`src/rtl/flash_opstat_pkg.sv`:
```
package flash_opstat_pkg;
   typedef enum logic [1:0] {
      OP_PROG       = 2'd0,
      OP_ERASE_PAGE = 2'd1,
      OP_ERASE_SECT = 2'd2,
      OP_ERASE_CHIP = 2'd3
   } op_kind_e;

   localparam logic [7:0] ERASED_BYTE = 8'hFF;
endpackage

```
`src/rtl/flash_byte_guard.sv`:
```
module flash_byte_guard
   import flash_opstat_pkg::*;
#(
   parameter int SECT_W   = 3,
   parameter int PAGE_W   = 4,
   parameter int BYTE_W   = 1,
   parameter int BYTE_IDX = 0,
   localparam int ADDR_W  = SECT_W + PAGE_W + BYTE_W
) (
   input  op_kind_e            kind,
   input  logic [ADDR_W-1:0]   addr,
   input  logic                lock_full,
   input  logic                lock_quarter,
   input  logic                boot_guard_n,
   input  logic                wr_guard_n,
   output logic                hit,
   output logic                prot
);
   localparam logic [ADDR_W-1:0] ME = BYTE_IDX[ADDR_W-1:0];
   localparam bit IN_TOP  = &ME[ADDR_W-1 -: SECT_W];
   localparam bit IN_QTR  = IN_TOP && (&ME[ADDR_W-SECT_W-1 -: 2]);

   always_comb begin
      unique case (kind)
         OP_PROG:       hit = (addr == ME);
         OP_ERASE_PAGE: hit = (addr[ADDR_W-1:BYTE_W] == ME[ADDR_W-1:BYTE_W]);
         OP_ERASE_SECT: hit = (addr[ADDR_W-1 -: SECT_W] == ME[ADDR_W-1 -: SECT_W]);
         default:       hit = 1'b1;
      endcase
   end

   generate
      if (IN_TOP) begin : g_top
         assign prot = !boot_guard_n || lock_full || (IN_QTR && lock_quarter);
      end else begin : g_main
         assign prot = !wr_guard_n;
      end
   endgenerate
endmodule

```
`src/rtl/flash_busy_timer.sv`:
```
module flash_busy_timer #(
   parameter int PROG_CYC  = 5,
   parameter int ERASE_CYC = 12,
   localparam int MAX_CYC  = (PROG_CYC > ERASE_CYC) ? PROG_CYC : ERASE_CYC,
   localparam int CNT_W    = $clog2(MAX_CYC + 1)
) (
   input  logic clk,
   input  logic rst_n,
   input  logic start,
   input  logic is_erase,
   output logic busy
);
   logic [CNT_W-1:0] cnt;

   initial begin
      assert (PROG_CYC >= 1 && ERASE_CYC >= 1)
         else $error("busy timer lengths must be at least one cycle");
   end

   always_ff @(posedge clk or negedge rst_n) begin
      if (!rst_n)
         cnt <= '0;
      else if (start)
         cnt <= is_erase ? CNT_W'(ERASE_CYC) : CNT_W'(PROG_CYC);
      else if (cnt != '0)
         cnt <= cnt - 1'b1;
   end

   assign busy = (cnt != '0);

   assert_start_busy_R4: assert property (@(posedge clk) disable iff (!rst_n)
      start |=> busy);
   assert_no_reload_R5: assert property (@(posedge clk) disable iff (!rst_n)
      busy |=> (cnt == $past(cnt) - 1'b1));
endmodule

```
`src/rtl/flash_status_read.sv`:
```
module flash_status_read (
   input  logic       clk,
   input  logic       rst_n,
   input  logic       start,
   input  logic       is_erase,
   input  logic       prog_bit7,
   input  logic       busy,
   input  logic       rd_en,
   input  logic [7:0] arr_byte,
   output logic [7:0] rd_data
);
   logic poll_bit;
   logic tog;

   always_ff @(posedge clk or negedge rst_n) begin
      if (!rst_n) begin
         poll_bit <= 1'b1;
         tog      <= 1'b0;
         rd_data  <= 8'h00;
      end else begin
         if (start) begin
            poll_bit <= is_erase ? 1'b1 : prog_bit7;
            tog      <= 1'b0;
         end else if (rd_en && busy) begin
            tog <= ~tog;
         end
         if (rd_en)
            rd_data <= busy ? {~poll_bit, tog, 6'b000000} : arr_byte;
      end
   end

   assert_toggle_R7: assert property (@(posedge clk) disable iff (!rst_n)
      (rd_en && busy && $past(rd_en && busy)) |=> (rd_data[6] != $past(rd_data[6])));
   assert_low_bits_R6: assert property (@(posedge clk) disable iff (!rst_n)
      (rd_en && busy) |=> (rd_data[5:0] == 6'b0));
   assert_erase_poll_R6: assert property (@(posedge clk) disable iff (!rst_n)
      (start && is_erase) ##1 (rd_en && busy) |=> !rd_data[7]);
endmodule

```
`src/rtl/flash_opstat_unit.sv`:
```
module flash_opstat_unit
   import flash_opstat_pkg::*;
#(
   parameter int SECT_W    = 3,
   parameter int PAGE_W    = 4,
   parameter int BYTE_W    = 1,
   parameter int PROG_CYC  = 5,
   parameter int ERASE_CYC = 12,
   localparam int ADDR_W   = SECT_W + PAGE_W + BYTE_W,
   localparam int NBYTES   = 1 << ADDR_W
) (
   input  logic              clk,
   input  logic              rst_n,
   input  logic              op_req,
   input  logic [1:0]        op_kind,
   input  logic [ADDR_W-1:0] op_addr,
   input  logic [7:0]        op_data,
   input  logic              soft_lock_full,
   input  logic              soft_lock_quarter,
   input  logic              boot_guard_n,
   input  logic              wr_guard_n,
   input  logic              rd_en,
   input  logic [ADDR_W-1:0] rd_addr,
   output logic [7:0]        rd_data,
   output logic              busy
);
   op_kind_e          kind;
   logic              accept;
   logic              is_erase;
   logic [NBYTES-1:0] hit_v;
   logic [NBYTES-1:0] prot_v;
   logic [7:0]        mem [NBYTES];

   initial begin
      assert (PAGE_W >= 2) else $error("quarter lock needs at least four pages per sector");
      assert (SECT_W >= 1 && BYTE_W >= 0) else $error("bad array geometry");
      assert (ADDR_W <= 12) else $error("behavioural array too large");
   end

   assign kind     = op_kind_e'(op_kind);
   assign accept   = op_req && !busy;
   assign is_erase = (kind != OP_PROG);

   for (genvar i = 0; i < NBYTES; i++) begin : g_byte
      flash_byte_guard #(
         .SECT_W(SECT_W), .PAGE_W(PAGE_W), .BYTE_W(BYTE_W), .BYTE_IDX(i)
      ) guard_i (
         .kind(kind), .addr(op_addr),
         .lock_full(soft_lock_full), .lock_quarter(soft_lock_quarter),
         .boot_guard_n(boot_guard_n), .wr_guard_n(wr_guard_n),
         .hit(hit_v[i]), .prot(prot_v[i])
      );

      localparam logic [ADDR_W-1:0] BA = i[ADDR_W-1:0];
      localparam bit TOP = &BA[ADDR_W-1 -: SECT_W];

      if (TOP) begin : g_chk_top
         assert_boot_guard_R8: assert property (@(posedge clk) disable iff (!rst_n)
            (accept && !boot_guard_n) |=> (mem[i] == $past(mem[i])));
      end else begin : g_chk_main
         assert_wr_guard_R9: assert property (@(posedge clk) disable iff (!rst_n)
            (accept && !wr_guard_n) |=> (mem[i] == $past(mem[i])));
      end
      assert_prog_clears_R2: assert property (@(posedge clk) disable iff (!rst_n)
         (accept && kind == OP_PROG) |=> ((mem[i] & ~$past(mem[i])) == 8'h00));
   end

   always_ff @(posedge clk or negedge rst_n) begin
      if (!rst_n) begin
         for (int b = 0; b < NBYTES; b++) mem[b] <= ERASED_BYTE;
      end else if (accept) begin
         for (int b = 0; b < NBYTES; b++) begin
            if (hit_v[b] && !prot_v[b])
               mem[b] <= is_erase ? ERASED_BYTE : (mem[b] & op_data);
         end
      end
   end

   flash_busy_timer #(.PROG_CYC(PROG_CYC), .ERASE_CYC(ERASE_CYC)) timer_i (
      .clk(clk), .rst_n(rst_n), .start(accept), .is_erase(is_erase), .busy(busy)
   );

   flash_status_read status_i (
      .clk(clk), .rst_n(rst_n), .start(accept), .is_erase(is_erase),
      .prog_bit7(op_data[7]), .busy(busy), .rd_en(rd_en),
      .arr_byte(mem[rd_addr]), .rd_data(rd_data)
   );
endmodule

```
`config.mk`:
```
export PLATFORM = sky130hd
export DESIGN_NAME = flash_opstat_unit
export DESIGN_NICKNAME = d
export VERILOG_FILES = /design/src/rtl/flash_opstat_pkg.sv /design/src/rtl/flash_byte_guard.sv /design/src/rtl/flash_busy_timer.sv /design/src/rtl/flash_status_read.sv /design/src/rtl/flash_opstat_unit.sv
export SDC_FILE = /design/constraint.sdc
export NUM_CORES = 2
export LEC_CHECK = 0
export ABC_CLOCK_PERIOD_IN_PS = 3100
export BUFFER_PORTS_ARGS = -buffer_cell sky130_fd_sc_hd__buf_2
export CAP_MARGIN = 15
export CORE_ASPECT_RATIO = 1.75
export CORE_MARGIN = 2
export CORE_UTILIZATION = 55
export CTS_BUF_LIST = sky130_fd_sc_hd__clkbuf_8
export DETAILED_ROUTE_END_ITERATION = 6
export PLACE_DENSITY_LB_ADDON = 0.25
export RECOVER_POWER = 100
export SYNTH_ARGS = -nofsm -noshare
export SYNTH_HDL_FRONTEND = slang
export SYNTH_HIERARCHICAL = 1
export SYNTH_SLANG_ARGS = --single-unit
```
`constraint.sdc`:
```
create_clock -name clk -period 3.1 [get_ports clk]
set_input_delay 0.31 -clock clk [delete_from_list [all_inputs] [get_ports clk]]
set_output_delay 0.31 -clock clk [all_outputs]
set_load 0.02 [all_outputs]
```
==> impl_metrics.env <==
export IMPL_vias=85500
export IMPL_violations="DRC, capacitance limit, slew limit"
export IMPL_hp_class="in -> reg"
export IMPL_clk_pin_slew_worst_paths_ns=0.07
export IMPL_synth_seq_area_share_pct=51.0
export IMPL_crit_end="status_i/rd_data[6]"
export IMPL_core_rowCount=213
export IMPL_crit_arrival_ns=3.95
export IMPL_leakage_nw=53.8
export IMPL_synth_area_mm2=0.106
export IMPL_layout_commonest_cell="nand2_1"
export IMPL_fin_crit_sh_pct=99.1
export IMPL_dpl_cell_area_mm2=0.113
export IMPL_tightest_slew_ns=2.43
export IMPL_grt_pass1_wl_um=518000
export IMPL_drt_total_wl_um=335000
export IMPL_ys_seq_elements=2062
export IMPL_cp_slowest_cell="a2111oi_1"
export IMPL_detail_route_antenna_nets=0
export IMPL_relSlewSlack_pct=-62.2
export IMPL_nets=10600
export IMPL_fin_setup_tns_ns=0
export IMPL_insertion_delay_ns=0.97
export IMPL_crit_required_ns=3.98
export IMPL_grt_usage_pct=34.0
export IMPL_die_area_mm2=0.197
export IMPL_r2r_cells=11
export IMPL_final_hold_viol_count=0
export IMPL_initial_core_util_pct=55.2
export IMPL_layout_common_cells="nand2_1 (2339), o21ai_0 (2217), dfstp_2 (2048)"
export IMPL_ctsLongestPathBuffers=4
export IMPL_cts_made_buffers=306
export IMPL_min_path_cells=5
export IMPL_dr_pass1_iters=7
export IMPL_p_per_area_mw_per_mm2=831
export IMPL_drive_gt1_share_pct=34.5
export IMPL_synth_edff_count=0
export IMPL_grt_pass1_vias=88700
export IMPL_coreArea_mm2=0.192
export IMPL_ys_types=80
export IMPL_clock_sinks=2062
export IMPL_antenna_found_initial=12
export IMPL_grt_setup_unrepaired="no"
export IMPL_max_stage_delay_ns=0.60
export IMPL_r2r_setup_slack_ns=0.03
export IMPL_drv_cap=1
export IMPL_wl_per_cell_um=25.0
export IMPL_ios=43
export IMPL_endpoint_kind="register"
export IMPL_htree_num_levels=5
export IMPL_worst_setup_path_type="reg -> reg"
export IMPL_r2r_end="status_i/rd_data[6]"
export IMPL_r2r_start="mem[1006]"
export IMPL_outcome="finished with violations"
export IMPL_peakVddDrop_v=0.000411
export IMPL_path_max_fanout=2
export IMPL_fp_dieH_um=585
export IMPL_syn_inst=10400
export IMPL_fillers=15400
export IMPL_synth_nets=10400
export IMPL_finalCriticalPeriod_ns=3.07
export IMPL_grt_overflow_total=0
export IMPL_holdWs_ns=0.106
export IMPL_synth_avg_cell_area_um2=10.2
export IMPL_cts_setup_buffers=0
export IMPL_drc_errors=10
export IMPL_design_area_mm2=0.119
export IMPL_place_hpwl_um=224000
export IMPL_crit_chain="mux4_2 -> mux4_2 -> nor2_1 -> buf_4 -> a2111oi_1 -> buf_4 -> nor3_1 -> buf_4 -> nor4_1 -> mux2i_1 -> a21oi_2"
export IMPL_path_delay_family="compound AO/OA/AOI/OAI gates"
export IMPL_via_per_inst=6.37
export IMPL_ctsRootBufferMaster="clkbuf_8"
export IMPL_synth_flop_cell="dfstp_2"
export IMPL_crit_top_cell="buf_4"
export IMPL_timing_critical_path_from="mem[1006]"
export IMPL_die_w_um=336
export IMPL_critPathLaunchType="register"
export IMPL_finalSetupViolations=0
export IMPL_yosysWarnings=6
export IMPL_finalMaxSlewViolations=43
export IMPL_fmax_ghz=0.325
export IMPL_totalPowerFinal_w=0.0987
export IMPL_port_buffers=42
export IMPL_synth_async_reset_ratio_pct=100
export IMPL_tritoncts="yes"
export IMPL_cp_depth=11
export IMPL_grt_max_degree=167
export IMPL_drt_first_iter_violations=7537
export IMPL_skew_ns=0.0481
export IMPL_area_growth_pct=11.9
export IMPL_critPathBufInv=3
export IMPL_place_congestion=0.964
stage by stage:
stage,std cells,util [%],worst slack [ns]
2_1_floorplan,10400,-,0.437
3_3_place_gp,12900,58.6,-0.745
3_5_place_dp,12900,58.6,-0.717
4_1_cts,13400,62.1,0.149
5_1_grt,13400,61.8,0.0118
6_report,13400,61.8,0.0273
cell families (layout without fill, tap and decap cells):
group,count (synthesis),in the layout,share of synthesized area [%]
xor gates and xnor gates,1,1,0.0153
and+or+nand+nor,3843,3843,19.1
AOI/OAI and AO/OA,2852,2852,14.7
other,0,9,0
buffers and inverters,989,1458,4.14
adders and majority gates,2,2,0.0236
muxes,612,612,11.0
DFF,2062,2062,51.0
how the worst min path moves through the flow:
stage	startpoint	end	slack, ns
finish	boot_guard_n	mem[198]	0.11
CTS	boot_guard_n	mem[239]	0.03
global route	boot_guard_n	mem[198]	0.13
detailed placement	mem[1071]	mem[1071]	0.47
floorplan	rst_n	status_i/rd_data[0]	0.01
global placement	mem[826]	mem[826]	0.46
report_power, final:
group | switching, W | internal [W] | leakage (nW)
Clock | 0.0110 | 0.0132 | 3.65
Sequential | 0.00617 | 0.0452 | 21.5
Combinational | 0.0126 | 0.0105 | 28.6
Total | 0.0298 | 0.0689 | 53.8
what timing repair did:
| action | in CTS | in global routing |
|---|---|---|
| endpoints found under the hold margin | 775 | 0 |
| resized for setup | 1 | 0 |
| hold buffers | 11 | 0 |
| setup endpoints to repair | 1 | 0 |
cell usage after synthesis, drive strengths merged (98+ instances only):
master,number,share of area [%]
nand2,2339,8.3
o21ai,2331,11
dfstp,2049,51
clkbuf,598,2.1
mux4,439,9.3
nand2b,408,2.4
nand3b,269,1.9
inv,250,0.88
mux2i,173,1.6
nand3,149,0.70
buf,141,1.1
a22oi,138,0.98
nor2,116,0.41
o211ai,98,0.69
final cells by class:
class	instances	area, um2	share of cell area, %
Sequential cell	2062	54200	45.6
Tap cell	2580	3230	2.72
Clock buffer	389	5350	4.51
Clock inverter	142	1260	1.06
Inverter	250	938	0.791
Antenna cell	9	22.5	0.0190
Multi-Input combinational cell	7310	47600	40.1
Timing Repair Buffer	677	6140	5.17
worst register-to-register path: cells and delay by family, from the launching register on:
kind | cells | cell delay, ns
buf+inv | 3 | 0.54
flops | 1 | 0.55
mux | 3 | 0.72
simple gates | 3 | 0.44
compound gates | 2 | 0.76
registers in the layout, indices dropped and copies added (netlist names):
signal / cells
mem: 2048
status_i/rd_data: 8
timer_i/cnt: 4
status_i/poll_bit: 1
status_i/tog: 1
routing by layer:
metal,part of all wire [%],vias up,GRT usage [%]
li1,-,37200,-
met1,35,43100,38.5
met2,49,3990,57.5
met3,7.1,1260,5.59
met4,8.5,4,25.9
met5,0.0075,-,0
No activity file was read; power rests on OpenSTA's default activity.
